$ cat src/rtl/tagfifo_pkg.sv
package tagfifo_pkg;
  localparam int FIFO_DEPTH = 16;
  localparam int PTR_W = $clog2(FIFO_DEPTH);
  localparam int CNT_W = PTR_W + 1;
  localparam int THR_W = PTR_W;

  typedef enum logic [1:0] {
    WAIT_OFF = 2'b00,
    WAIT_RX  = 2'b01,
    WAIT_TX  = 2'b10,
    WAIT_ANY = 2'b11
  } wait_mode_e;

  // receive request: occupancy above threshold
  function automatic logic rx_level_req(input logic [CNT_W-1:0] cnt,
                                        input logic [THR_W-1:0] thr);
    return cnt > {1'b0, thr};
  endfunction

  // transmit request: occupancy at or below threshold
  function automatic logic tx_level_req(input logic [CNT_W-1:0] cnt,
                                        input logic [THR_W-1:0] thr);
    return cnt <= {1'b0, thr};
  endfunction

  function automatic logic waits_on_rx(input wait_mode_e m);
    return m[0];
  endfunction

  function automatic logic waits_on_tx(input wait_mode_e m);
    return m[1];
  endfunction
endpackage

$ cat src/rtl/tagfifo_store.sv
module tagfifo_store #(
  parameter int WIDTH = 8,
  parameter int DEPTH = 16
) (
  input  logic                       clk,
  input  logic                       rst_n,
  input  logic                       push,
  input  logic [WIDTH-1:0]           push_word,
  input  logic                       pop,
  output logic [WIDTH-1:0]           head_word,
  output logic [$clog2(DEPTH):0]     count,
  output logic                       full,
  output logic                       empty
);
  localparam int AW = $clog2(DEPTH);
  localparam int CW = AW + 1;

  logic [WIDTH-1:0] mem [DEPTH];
  logic [AW-1:0]    wp, rp;
  logic [CW-1:0]    cnt;
  logic             push_ok, pop_ok;

  function automatic logic [AW-1:0] ptr_next(input logic [AW-1:0] p);
    return (p == AW'(DEPTH - 1)) ? '0 : p + 1'b1;
  endfunction

  assign full    = (cnt == CW'(DEPTH));
  assign empty   = (cnt == '0);
  assign push_ok = push & ~full;
  assign pop_ok  = pop & ~empty;
  assign count   = cnt;
  assign head_word = mem[rp];

  always_ff @(posedge clk) begin
    if (push_ok) mem[wp] <= push_word;
  end

  always_ff @(posedge clk) begin
    if (!rst_n) begin
      wp  <= '0;
      rp  <= '0;
      cnt <= '0;
    end else begin
      if (push_ok) wp <= ptr_next(wp);
      if (pop_ok)  rp <= ptr_next(rp);
      case ({push_ok, pop_ok})
        2'b10:   cnt <= cnt + 1'b1;
        2'b01:   cnt <= cnt - 1'b1;
        default: cnt <= cnt;
      endcase
    end
  end

  a_r13_no_overflow: assert property (@(posedge clk) disable iff (!rst_n)
    cnt <= CW'(DEPTH));
  a_r10_no_underflow: assert property (@(posedge clk) disable iff (!rst_n)
    (pop && empty && !push) |=> empty);
  a_r11_full_holds: assert property (@(posedge clk) disable iff (!rst_n)
    (push && full && !pop) |=> full);
  a_r2_count_step: assert property (@(posedge clk) disable iff (!rst_n)
    (push_ok && !pop_ok) |=> (cnt == $past(cnt) + 1'b1));
endmodule

$ cat src/rtl/tagfifo_strobe.sv
module tagfifo_strobe (
  input  logic clk,
  input  logic rst_n,
  input  logic cs_n,
  input  logic strobe_n,
  output logic active,
  output logic lead,
  output logic trail
);
  logic active_q;

  assign active = ~cs_n & ~strobe_n;
  assign lead   = active & ~active_q;
  assign trail  = active_q & ~active;

  always_ff @(posedge clk) begin
    if (!rst_n) active_q <= 1'b0;
    else        active_q <= active;
  end
endmodule

$ cat src/rtl/tag_fifo_bus.sv
module tag_fifo_bus
  import tagfifo_pkg::*;
#(
  parameter int DATA_W = 8,
  parameter int STAT_W = 3,
  parameter int CMD_W  = 2
) (
  input  logic              clk,
  input  logic              rst_n,
  input  logic              cs_n,
  input  logic              rd_n,
  input  logic              wr_n,
  input  logic [DATA_W-1:0] wr_data,
  input  logic [CMD_W-1:0]  wr_cmd,
  output logic [DATA_W-1:0] rd_data,
  output logic [STAT_W-1:0] rd_stat,
  output logic              rdy_n,
  input  logic [1:0]        wait_mode,
  input  logic [THR_W-1:0]  rx_thresh,
  input  logic [THR_W-1:0]  tx_thresh,
  output logic              rx_irq,
  output logic              tx_irq,
  output logic              flow_stop,
  input  logic              rx_push,
  input  logic [DATA_W-1:0] rx_push_data,
  input  logic [STAT_W-1:0] rx_push_stat,
  input  logic              tx_pop,
  output logic [DATA_W-1:0] tx_data,
  output logic [CMD_W-1:0]  tx_cmd,
  output logic              tx_empty
);
  localparam int RXW = DATA_W + STAT_W;
  localparam int TXW = DATA_W + CMD_W;

  wait_mode_e mode;
  assign mode = wait_mode_e'(wait_mode);

  // bus strobe events
  logic rd_act, rd_lead, rd_trail;
  logic wr_act, wr_lead, wr_trail;

  tagfifo_strobe u_rd_strobe (
    .clk(clk), .rst_n(rst_n), .cs_n(cs_n), .strobe_n(rd_n),
    .active(rd_act), .lead(rd_lead), .trail(rd_trail)
  );
  tagfifo_strobe u_wr_strobe (
    .clk(clk), .rst_n(rst_n), .cs_n(cs_n), .strobe_n(wr_n),
    .active(wr_act), .lead(wr_lead), .trail(wr_trail)
  );

  // receive queue
  logic [RXW-1:0]   rx_head;
  logic [CNT_W-1:0] rx_count;
  logic             rx_full, rx_empty, rx_pop;
  logic             rd_pend;

  assign rx_pop = ~rx_empty & (rd_lead | (rd_pend & rd_act));

  tagfifo_store #(.WIDTH(RXW), .DEPTH(FIFO_DEPTH)) u_rx_store (
    .clk(clk), .rst_n(rst_n),
    .push(rx_push), .push_word({rx_push_stat, rx_push_data}),
    .pop(rx_pop), .head_word(rx_head),
    .count(rx_count), .full(rx_full), .empty(rx_empty)
  );

  // transmit queue
  logic [TXW-1:0]   tx_head;
  logic [CNT_W-1:0] tx_count;
  logic             tx_full;
  logic             wr_pend;

  tagfifo_store #(.WIDTH(TXW), .DEPTH(FIFO_DEPTH)) u_tx_store (
    .clk(clk), .rst_n(rst_n),
    .push(wr_trail), .push_word({wr_cmd, wr_data}),
    .pop(tx_pop), .head_word(tx_head),
    .count(tx_count), .full(tx_full), .empty(tx_empty)
  );

  assign {tx_cmd, tx_data} = tx_head;

  // stall flags: set at the leading edge, kept while the access is blocked
  always_ff @(posedge clk) begin
    if (!rst_n) begin
      rd_pend <= 1'b0;
      wr_pend <= 1'b0;
    end else begin
      rd_pend <= rd_act & waits_on_rx(mode) & rx_empty & (rd_lead | rd_pend);
      wr_pend <= wr_act & waits_on_tx(mode) & tx_full & (wr_lead | wr_pend);
    end
  end

  assign rdy_n = ~(rd_pend | wr_pend);

  // read data register holds the last entry taken
  always_ff @(posedge clk) begin
    if (!rst_n)      {rd_stat, rd_data} <= '0;
    else if (rx_pop) {rd_stat, rd_data} <= rx_head;
  end

  assign rx_irq    = rx_level_req(rx_count, rx_thresh);
  assign tx_irq    = tx_level_req(tx_count, tx_thresh);
  assign flow_stop = rx_full;

  a_r7_no_wait_ready_high: assert property (@(posedge clk) disable iff (!rst_n)
    (mode == WAIT_OFF) |=> rdy_n);
  a_r6_read_stall: assert property (@(posedge clk) disable iff (!rst_n)
    (rd_lead && rx_empty && waits_on_rx(mode)) |=> !rdy_n);
  a_r6_write_stall: assert property (@(posedge clk) disable iff (!rst_n)
    (wr_lead && tx_full && waits_on_tx(mode)) |=> !rdy_n);
  a_r8_read_release: assert property (@(posedge clk) disable iff (!rst_n)
    (rd_pend && rd_act && !rx_empty) |=> !rd_pend);
  a_r8_abandon_clears: assert property (@(posedge clk) disable iff (!rst_n)
    rd_trail |=> !rd_pend);
  a_r10_empty_read_holds: assert property (@(posedge clk) disable iff (!rst_n)
    (rd_lead && rx_empty && !waits_on_rx(mode)) |=> $stable(rd_data));
  a_r13_flow_held: assert property (@(posedge clk) disable iff (!rst_n)
    (flow_stop && rx_push && !rx_pop) |=> flow_stop);
endmodule

$ cat config.mk
export PLATFORM = sky130hd
export DESIGN_NAME = tag_fifo_bus
export DESIGN_NICKNAME = d
export VERILOG_FILES = /design/src/rtl/tagfifo_pkg.sv /design/src/rtl/tagfifo_store.sv /design/src/rtl/tagfifo_strobe.sv /design/src/rtl/tag_fifo_bus.sv
export SDC_FILE = /design/constraint.sdc
export NUM_CORES = 1
export LEC_CHECK = 0
export ABC_AREA = 1
export BUFFER_PORTS_ARGS = -buffer_cell sky130_fd_sc_hd__clkbuf_2
export CORE_ASPECT_RATIO = 0.75
export CORE_MARGIN = 4
export CORE_UTILIZATION = 55
export DETAILED_ROUTE_END_ITERATION = 10
export GPL_TIMING_DRIVEN = 0
export MAX_ROUTING_LAYER = met4
export PLACE_DENSITY_LB_ADDON = 0.3
export SYNTH_ARGS = -nofsm -noshare
export SYNTH_HDL_FRONTEND = slang
export SYNTH_HIERARCHICAL = 1
export SYNTH_SLANG_ARGS = --single-unit
export TNS_END_PERCENT = 50
$ cat constraint.sdc
create_clock -name clk -period 5.7 [get_ports clk]
set_input_delay 1.14 -clock clk [delete_from_list [all_inputs] [get_ports clk]]
set_output_delay 1.14 -clock clk [all_outputs]
set_load 0.05 [all_outputs]
Yosys cells after proc, flatten, opt, wreduce, memory -nomap -nowiden
Memories as Yosys holds them, arrays and structs flattened. A register that Yosys moved wholly into a read port is not among the register bits.
Index checks and enable logic that the tools add are counted.

word-level totals
  output and inout port bits = 26
  RAM bits = 336
  register bits after elaboration = 30
  memories = 2
  input bits = 38
  logic and storage cells = 81

cells by class
  bitwise operators = 32
  equal/unequal tests = 10
  magnitude comparators = 2
  reduce and logical (&&, ||, !) cells = 5
  multiplexer cells = 12
  $add $sub $neg = 8

memory list
  memory          words  width  rd ports  clocked after memory_dff  write ports  line                 source
  u_rx_store.mem  16     11     1         1                         1            tagfifo_store.sv:18  logic [WIDTH-1:0] mem [DEPTH];
  u_tx_store.mem  16     10     1         1                         1            tagfifo_store.sv:18

operator list
  kind                 number
  $mux 4               6
  $pmux 5 s2           2
  $and 1x1->1          17
  $add 4x1->4 const B  4
  $eq 4x4->1 const B   4
  $not 1->1            11
  $add 5x1->5 const B  2
  $eq 5x5->1 const B   2
  $logic_not 5->1      2
  $sub 5x1->5 const B  2
  $gt 5x4->1           1
  $le 5x4->1           1
  $eq 2x1->1 const B   2
  $eq 2x2->1 const B   2
  $mux 1               4
  $or 1x1->1           4
  $reduce_bool 2->1    2
  $logic_not 1->1      1

Depth between registers and ports, before layout
Gate-level depths: netlist of the first run.

  depth after elaboration = 8
  depth in mapped cells = 23
  depth with buffers taken out = 22

By module
The synthesis of the first run kept the hierarchy.

modules (own cells, without submodules)
  module                      area an instance (um^2)  sequential area each (um^2)  cells each  instances
  tagfifo_store (u_rx_store)  8097.8                   5625.4                       700         1
  tagfifo_store (u_tx_store)  7549.7                   5144.9                       648         1
  tag_fifo_bus                730.7                    260.2                        107         1
  tagfifo_strobe              56.3                     20.0                         10          2

Worst setup path after synthesis of the first run
Ideal clock, no wire load.

  kind = input to output
  start = in rx_thresh[2]
  end = out rx_irq
  slack = 2196 ps
  data required time = 4560 ps
  buffers on the path = 0
  stages on the path = 6
  arrival = 2364 ps
  cells stage by stage = inv_1 ha_1 nand2_1 nor3_1 nor2_1 nor2_1

between the ends
  longest elaborated chain between the ends = 1

ends and longest elaborated chain
  what             line                source
  start, declared  tag_fifo_bus.sv:19  input logic [THR_W-1:0] rx_thresh,
  $gt 5x4->1       tagfifo_pkg.sv:17   return cnt > {1'b0, thr};
  end, declared    tag_fifo_bus.sv:21  output logic rx_irq,

No other way between the ends.

==> results of run 1 <==
## per-stage QoR
stage	total power (W)	utilization [%]
global route	0.00817	63.3
global placement	0.00529	59.0
floorplan	0.00470	-
finish	0.00783	63.3
detailed placement	0.00533	59.0
CTS	0.00780	63.2
## layer usage
layer	vias up	wire length (um)	part of all wire [%]
met1	5573	18200	43
met4	0	548	1.3
met2	649	17000	40
met3	48	6220	15
li1	5283	-	-
met5	-	0	0
## cells in the final DEF (no fill, tap or decap), types with 23 or more instances in the layout
| master | n |
|---|---|
| a21oi_1 | 92 |
| buf_2 | 23 |
| clkbuf_1 | 27 |
| clkbuf_16 | 40 |
| clkbuf_2 | 65 |
| dfxtp_1 | 49 |
| edfxtp_1 | 336 |
| ha_1 | 24 |
| inv_1 | 236 |
| nand2_1 | 188 |
| nand3_1 | 151 |
| nor2_1 | 87 |
| o211ai_1 | 83 |
| o21ai_0 | 88 |
| o21ai_1 | 24 |
## final cells by class
cell class	instances	area [um^2]	share of cell area, %
buffer	70	460	2.48
timing repair buffer	65	334	1.80
sequential	385	11100	59.7
inverter	239	897	4.84
clock buffer	51	1070	5.78
multi-input combinational	779	4060	21.9
clock inverter	16	168	0.904
tap	392	490	2.64
## worst max path at each step
stage	from	end	slack (ns)	cells past startpoint
final	flop	tx_data[6]	2.21	7
after global routing	flop	tx_data[5]	2.13	7
after floorplan	rx_thresh[2]	rx_irq	2.20	6
after detailed placement	cs_n	u_rx_store/count[4]$_SDFFE_PN0P_	2.13	24
after CTS	flop	tx_data[6]	2.25	7
after global placement	cs_n	u_tx_store/mem[7][1]$_DFFE_PP_	2.04	7
## sequential cells by signal (all words and copies together) (netlist names), named ones only
register              count
u_tx_store/rp             4
rd_data                   8
u_rx_store/mem          176
u_rd_strobe/active_q      1
u_tx_store/wp             4
u_tx_store/mem          160
rd_pend                   1
u_rx_store/count          5
rd_stat                   3
wr_pend                   1
u_rx_store/wp             4
u_tx_store/count          5
u_wr_strobe/active_q      1
u_rx_store/rp             4
## worst max-delay path, delay by kind of cell, from the launching register on
kind | cells | cell delay [ns]
AOI/OAI and AO/OA | 1 | 0.20
buffers and inverters | 3 | 0.92
DFF | 1 | 0.30
and+or+nand+nor | 3 | 0.37
## where the power goes
part           leakage [nW]  switching [W]  internal, W
registers              3.43      0.0000756      0.00317
logic                  3.08        0.00149     0.000607
clock network         0.613        0.00102      0.00146
==> run metrics, run 1 <==
status complete, no violations; min cycle time layout 3.49 ns; Slew @ Worst Pin 1.24 ns; Num CTS Buffers 38; Die Width 208 um; final setup TNS 0 ns; core area 29300 um^2; Die Y 158 um; DP Wirelength 28300 um; HP Class reg -> reg; Hold EP rd_data[7]$_SDFFE_PN0P_; die area 32800 um^2; Std-Cell Rows 54; Worst Clk Skew 0.0157 ns; Syn Area/Cell 11.2 um^2; met3 usage 8.06%; flop-to-flop setup slack 2.91 ns; post-route cell area 18600 um^2; worst reg2reg endpoint u_rx_store/count[4]$_SDFFE_PN0P_; Pre-antenna DRT Iters 6; nets@finish 1640; largest net degree at the start of global routing 20; Startpoint Class flop; Worst EP required 4.56 ns; number of routed nets with antenna violations 0; Leakage 7.12 nW; vias per inst 5.79; mapped cell area 16500 um^2; Crit Path Class reg -> out; CP max-delay cell clkbuf_1; P per Cell Area 422 nW/um^2; number of global-route vias before repair 10400; worst-path maximum fanout 10; Post-Synthesis Net Count 1535; final slew viol count 0; port bufs 63; post-CTS setup buffers 0; layout overhead on the synthesized area 12.6%; met1 Use GR 40.3%; Reg-to-Reg Start u_rx_store/count[0]$_SDFFE_PN0P_; routed via count 11600; Synth warnings 6; final period utilization 61.2%; hold path startpoint rd_data[7]$_SDFFE_PN0P_; RSZ-0062 raised after global routing false; H-Tree Depth 2; met2 Resource Use GR 34.1%; initial antenna violation count 0; pre-CTS setup slack 2.13 ns; placed cell count 1929; # DRC 0; Post-CTS Hold Buffers 0; first-pass GRT wire length 62800 um; GRT busiest layer met1; RD Place Congestion 0.961; Worst Path Arrival 2.35 ns; slew margin rel. 17.0%; DP Area 17300 um^2; MaxCap Viol Count 0; CTS resizes 0; setup ws final 2.21 ns; IO Pins 64; Post-Synthesis Cells 1473; fillers 2233; clock tree from TritonCTS yes; Tot GR Track Use 26.0%; Initial Util 56.2%; CP Cell Sequence buf_2 -> clkbuf_1 -> o211ai_1 -> nand3_1 -> nand3_1 -> nand2_1 -> clkbuf_2; clock transition at the registers of the reported paths 0.06 ns; Final Hold Fails 0; Max VDD drop 0.201 mV; Routed Wire Length 42000 um; CP max stage delay 0.40 ns; CP Capture Type output pin; Worst-Skew Late Latency 0.52 ns; wire per inst 21.0 um; number of DRC markers in iteration 0 1637; Hold Crit Depth 2; Setup violations, final 0; layout cells sized above 1 11.9%; reg2reg path depth 22; CTS max path bufs 3; most used cell, CP nand3_1; TritonCTS sink count 385; CTS root buffer clkbuf_16; worst hold margin 0.491 ns; gr ovfl total 0; Antenna diodes 0; Finished Layout Cells 1997; Fmax achieved 287 MHz
(Power assumes the default switching activity.)
==> inputs of run 2 (changes only) <==
--- a/config.mk
+++ b/config.mk
@@ -5,7 +5,7 @@
 export SDC_FILE = /design/constraint.sdc
 export NUM_CORES = 1
 export LEC_CHECK = 0
-export ABC_AREA = 1
+export ABC_AREA = 0
 export BUFFER_PORTS_ARGS = -buffer_cell sky130_fd_sc_hd__clkbuf_2
 export CORE_ASPECT_RATIO = 0.75
 export CORE_MARGIN = 4
==> constraint.sdc (replaced) <==
create_clock -name clk -period 3.55 [get_ports clk]
set_input_delay 0.71 -clock clk [delete_from_list [all_inputs] [get_ports clk]]
set_output_delay 0.71 -clock clk [all_outputs]
set_load 0.05 [all_outputs]
==> run 2 against run 1 <==
Hold slack got worse by 0.094 ns; largest power group unchanged; largest cell class unchanged; critical path depth is 3 lower; power grew 31%; flip-flop and latch count unchanged; critical path type unchanged.
==> run metrics, run 2 <==
status complete, no violations; max FFs per register 176 (unchanged); largest net degree at the start of global routing 23 (+15%); Worst Clk Skew 0.0220 ns (+0.00624 ns); Num CTS Buffers 37 (-2.6%); CTS root buffer clkbuf_16; CP max stage delay 0.57 ns (+0.17 ns); mapped cell area 15500 um^2 (-6.0%); Routed Wire Length 33100 um (-21%); Slew @ Worst Pin 1.04 ns (-0.203 ns); CP max-delay cell clkbuf_1; clock tree from TritonCTS yes; layout cells sized above 1 29.5% (+18 points); Max VDD drop 0.413 mV (+110%); worst-path maximum fanout 10 (unchanged); initial antenna violation count 1 (+1); Worst Path Arrival 2.72 ns (+0.37 ns); wire per inst 25.7 um (+22%); CP Capture Type output pin; gr ovfl total 0 (unchanged); vias per inst 6.17 (+6.7%); Crit Path Class reg -> out; IO Pins 64 (unchanged); Worst-Skew Late Latency 0.53 ns (about the same); min cycle time layout 3.43 ns; number of routed nets with antenna violations 0 (unchanged); CTS max path bufs 3 (unchanged); HP Class in -> reg; commonest non-fill, non-tap cell in the layout edfxtp_1; placed cell count 1221 (-37%); Fmax achieved 292 MHz; port bufs 63 (unchanged); routed via count 7946 (-31%); number of DRC markers in iteration 0 683 (-58%); final setup TNS 0 ns (unchanged); nets@finish 971 (-41%); setup ws final 0.121 ns (-2.09 ns); Tot GR Track Use 22.6% (-3.4 points); # DRC 0 (unchanged); pre-CTS setup slack -0.154 ns (-2.29 ns); CP Cell Sequence clkbuf_1 -> mux4_2 -> mux4_2 -> clkbuf_2; Startpoint Class flop; Die Width 202 um (-2.9%); Final Hold Fails 0 (unchanged); Syn Area/Cell 19.5 um^2 (+74%); Synth warnings 6 (unchanged); layout overhead on the synthesized area 13.8%; Leakage 5.78 nW (-19%); Finished Layout Cells 1287 (-36%); Initial Util 56.7% (+0.47 points); GRT busiest layer met1; Post-Synthesis Cells 795 (-46%); met1 Use GR 34.7% (-5.6 points); final slew viol count 0 (unchanged); MaxCap Viol Count 0 (unchanged); RD Place Congestion 0.773 (-20%); slew margin rel. 30.8% (+14 points); P per Cell Area 583 nW/um^2 (+38%); die area 30900 um^2 (-5.8%); first-pass GRT wire length 50500 um (-20%); met2 Resource Use GR 30.6% (-3.5 points); H-Tree Depth 2 (unchanged); Worst EP required 2.84 ns (-1.72 ns); number of global-route vias before repair 7832 (-25%); DP Wirelength 21500 um (-24%); Most flops, register u_rx_store/mem; final period utilization 96.6%; Pre-antenna DRT Iters 5 (-1); Setup violations, final 0 (unchanged); core area 27300 um^2 (-6.8%); most used cell, CP mux4_2; TritonCTS sink count 385 (unchanged); most frequent cells in the layout edfxtp_1, mux4_2, clkbuf_2; Std-Cell Rows 52 (-3.7%); clock transition at the registers of the reported paths 0.06 ns (about the same); Die Y 153 um (-2.9%); Post-CTS Hold Buffers 0 (unchanged); met3 usage 6.61% (-1.5 points); Post-Synthesis Net Count 857 (-44%)
==> run 2: metrics by stage <==
step | util, % | hold slack [ns] | total power (W) | instance area (um^2)
floorplan | - | 0.441 | 0.00607 | 15500
global placement | 59.4 | 0.444 | 0.00642 | 16200
detailed placement | 60.0 | 0.450 | 0.00645 | 16400
CTS | 64.4 | 0.384 | 0.0103 | 17600
global route | 64.5 | 0.396 | 0.0107 | 17600
finish | 64.5 | 0.397 | 0.0103 | 17600
==> run 2: worst max-delay path, delay by kind of cell (launching register included) <==
| family | cells | cell delay [ns] |
|---|---|---|
| buffers and inverters | 2 | 0.83 |
| multiplexers | 2 | 0.96 |
| flip-flops | 1 | 0.39 |
==> run 2: power breakdown <==
part	switching [W]	total (W)	internal, W	leakage, nW
logic	0.000788	0.00135	0.000566	1.77
clock network	0.00161	0.00389	0.00228	0.584
registers	0.0000461	0.00503	0.00498	3.43
==> run 2: worst paths after layout <==
kind	from	to	slack [ns]	cells after the start
max reg2reg	u_rx_store/count[2]$_SDFFE_PN0P_	u_rx_store/count[2]$_SDFFE_PN0P_	0.27	15
min reg2reg	rd_stat[0]$_SDFFE_PN0P_	rd_stat[0]$_SDFFE_PN0P_	0.46	2
min	rd_n	u_rd_strobe/active_q$_SDFF_PN0_	0.40	2
max	flop	tx_data[1]	0.12	4
==> run 2: final cells by class <==
type                       count  area (um^2)
clock inverter                18          220
tap                          351          439
clock buffer                  47          985
inverter                      24         90.1
buffer                        39          253
timing repair buffer          76          424
antenna                        1         2.50
fill                        1841         9700
multi-input combinational    346         4140
sequential                   385        11100
==> run 2: what timing repair did <==
item                       in CTS  in global routing
setup endpoints to repair       2                 12
pin swaps                       0                  1
setup buffers                   0                  1
gates resized for setup         1                  9
==> run 2: layer usage <==
layer | vias to the layer above | wire length, um
met5 | - | 0
met4 | 0 | 502
met3 | 42 | 3670
met2 | 400 | 14200
met1 | 4066 | 14700
li1 | 3438 | -
==> inputs of run 3 (changes only) <==
==> constraint.sdc (replaced) <==
create_clock -name clk -period 3.55 [get_ports clk]
set_input_delay 0.8875 -clock clk [delete_from_list [all_inputs] [get_ports clk]]
set_output_delay 0.8875 -clock clk [all_outputs]
set_load 0.05 [all_outputs]
==> run 3 against run 2 <==
Critical path depth unchanged; clock skew about the same; global-route usage about the same; final cell count unchanged; fmax up 1.6%; count of clock-buffer cells in the layout unchanged; wire length up 0.14%; clock power about the same; non-clock buffer count down 1; register-to-register slack about the same; critical path type unchanged; critical endpoint is now tx_data[6]; highest routed layer unchanged.
==> run metrics, run 3 (synthesis gave the netlist of run 2 again) <==
status complete, no violations; CTS root buffer clkbuf_16; kind of cell adding the most delay to the critical path multiplexers; Hold Crit Depth 2 (unchanged); Worst Clk Skew 0.0224 ns (+0.000386 ns); hold path startpoint rd_stat[0]$_SDFFE_PN0P_; Die Width 202 um (unchanged); final period utilization 95.0% (-1.6 points); setup ws final 0.176 ns (+0.0553 ns); worst reg2reg endpoint u_rx_store/count[2]$_SDFFE_PN0P_; Post-CTS Hold Buffers 0 (unchanged); Most flops, register u_rx_store/mem; routed via count 7946 (unchanged); gr ovfl total 0 (unchanged); layout overhead on the synthesized area 13.9%; clock tree from TritonCTS yes; layout cells sized above 1 30.1% (+0.57 points); Setup violations, final 0 (unchanged); Num CTS Buffers 37 (unchanged); largest net degree at the start of global routing 23 (unchanged); Slew @ Worst Pin 1.06 ns (+0.0250 ns); worst-path maximum fanout 10 (unchanged); wire per inst 25.7 um (+0.14%); CP max stage delay 0.58 ns (about the same); number of global-route vias before repair 7819 (-0.17%); Final Hold Fails 0 (unchanged); slew margin rel. 29.1% (-1.7 points); number of DRC markers in iteration 0 732 (+7.2%); nets@finish 970 (-0.10%); IO Pins 64 (unchanged); most frequent cells in the layout edfxtp_1, mux4_2, clkbuf_2; Routed Wire Length 33100 um (+0.14%); Finished Layout Cells 1287 (unchanged); DP Area 16400 um^2 (unchanged); Worst Path Arrival 2.49 ns (-0.23 ns); MaxCap Viol Count 0 (unchanged); fillers 1835 (-0.33%); HP Class reg -> reg; placed cell count 1221 (unchanged); Leakage 5.80 nW (+0.29%); final slew viol count 0 (unchanged); post-route cell area 17600 um^2 (+0.11%); Crit Path Class reg -> out; Startpoint Class flop; die area 30900 um^2 (unchanged); CP Cell Sequence buf_6 -> mux4_2 -> mux4_2 -> clkbuf_2; Worst EP required 2.66 ns (-0.18 ns); Tot GR Track Use 22.6% (+0.029 points); RSZ-0062 raised after global routing false; Pre-antenna DRT Iters 5 (unchanged); Hold EP rd_stat[0]$_SDFFE_PN0P_; max FFs per register 176 (unchanged); reg2reg path depth 15 (unchanged); CTS max path bufs 3 (unchanged); Fmax achieved 296 MHz (+1.6%); DP Wirelength 21500 um (unchanged); CP max-delay cell mux4_2; RD Place Congestion 0.773 (unchanged); Reg-to-Reg Start u_rx_store/count[1]$_SDFFE_PN0P_; CP Buf/Inv Count 2 (unchanged); flop-to-flop setup slack 0.28 ns (about the same); Die Y 153 um (unchanged); min cycle time layout 3.37 ns (-0.0553 ns); vias per inst 6.17 (unchanged); Std-Cell Rows 52 (unchanged); pre-CTS setup slack -0.154 ns (unchanged); P per Cell Area 583 nW/um^2 (about the same); initial antenna violation count 1 (unchanged); number of routed nets with antenna violations 0 (unchanged); TritonCTS sink count 385 (unchanged); commonest non-fill, non-tap cell in the layout edfxtp_1; CP Capture Type output pin; core area 27300 um^2 (unchanged); port bufs 63 (unchanged); clock transition at the registers of the reported paths 0.06 ns (about the same); Max VDD drop 0.419 mV (+1.3%); # DRC 0 (unchanged); most used cell, CP mux4_2; Initial Util 56.7% (unchanged); Worst-Skew Late Latency 0.54 ns (about the same); first-pass GRT wire length 50500 um (+0.11%); H-Tree Depth 2 (unchanged)
[run 3: cell count changes in the layout (fill, tap and decap cells not counted)]
cell	previous run	this run
buf_4	14	11
buf_6	14	18
clkbuf_1	22	17
clkbuf_2	63	67
clkbuf_4	1	0
dfxtp_1	49	48
dfxtp_2	0	1
diode_2	1	2
[run 3: per-layer routing]
metal,vias up,GRT usage [%],part of all wire [%]
met5,-,-,0
met4,0,4.36,1.4
met3,38,6.59,11
met2,398,30.7,43
met1,4070,34.8,44
li1,3440,-,-
[run 3: worst max-delay path by stage]
stage                                           startpoint                          endpoint  slack (ns)  depth (start not counted)
final                                                 flop                        tx_data[6]        0.18                          4
after global routing      u_rx_store/count[2]$_SDFFE_PN0P_  u_rx_store/count[2]$_SDFFE_PN0P_        0.05                         15
after CTS                 u_rx_store/count[1]$_SDFFE_PN0P_  u_rx_store/count[2]$_SDFFE_PN0P_        0.01                         16
after detailed placement  u_rx_store/count[2]$_SDFFE_PN0P_  u_rx_store/count[2]$_SDFFE_PN0P_       -0.15                         16
after global placement                             rx_push    u_rx_store/mem[1][6]$_DFFE_PP_       -0.89                          4
after floorplan                               tx_thresh[2]                            tx_irq        0.42                          5
[run 3: layout make-up]
class,instances,area [um^2],area share (%)
Clock buffer,47,985,5.58
Tap cell,351,439,2.49
Clock inverter,18,220,1.25
Timing Repair Buffer,76,424,2.40
Buffer,38,269,1.52
Sequential cell,385,11100,62.7
Multi-Input combinational cell,346,4140,23.5
Antenna cell,2,5.00,0.0284
Inverter,24,90.1,0.511
[run 3: timing repair]
action                                  4_1_cts  5_1_grt
pin swaps                                     0        1
buffers inserted                              0        1
gates resized for setup                      13        3
endpoints found under the setup margin       12        8
[run 3: through the flow]
| step | util, % | power (W) | setup TNS [ns] | hold WS, ns |
|---|---|---|---|---|
| 2_1_floorplan | - | 0.00607 | 0 | 0.441 |
| 3_3_place_gp | 59.4 | 0.00642 | -49.49 | 0.444 |
| 3_5_place_dp | 60.0 | 0.00645 | -0.204 | 0.450 |
| 4_1_cts | 64.5 | 0.0104 | 0 | 0.459 |
| 5_1_grt | 64.6 | 0.0107 | 0 | 0.491 |
| 6_report | 64.6 | 0.0103 | 0 | 0.456 |
[run 3: worst reg2reg max path, stage by stage, from the launching register on]
cell     delay (ns)
dfxtp_1        0.33
buf_6          0.14
or4_4          0.51
buf_6          0.16
nor2_4         0.24
nor2_4         0.09
buf_6          0.18
o21ai_2        0.14
inv_1          0.11
ha_2           0.24
xor2_1         0.16
ha_1           0.20
a21oi_1        0.15
xor2_1         0.09
or3_1          0.31
a21oi_1        0.15
[run 3: power breakdown]
group	switching, W	internal [W]
Combinational	0.000781	0.000579
Sequential	0.0000565	0.00498
Clock	0.00161	0.00228
Total	0.00245	0.00784
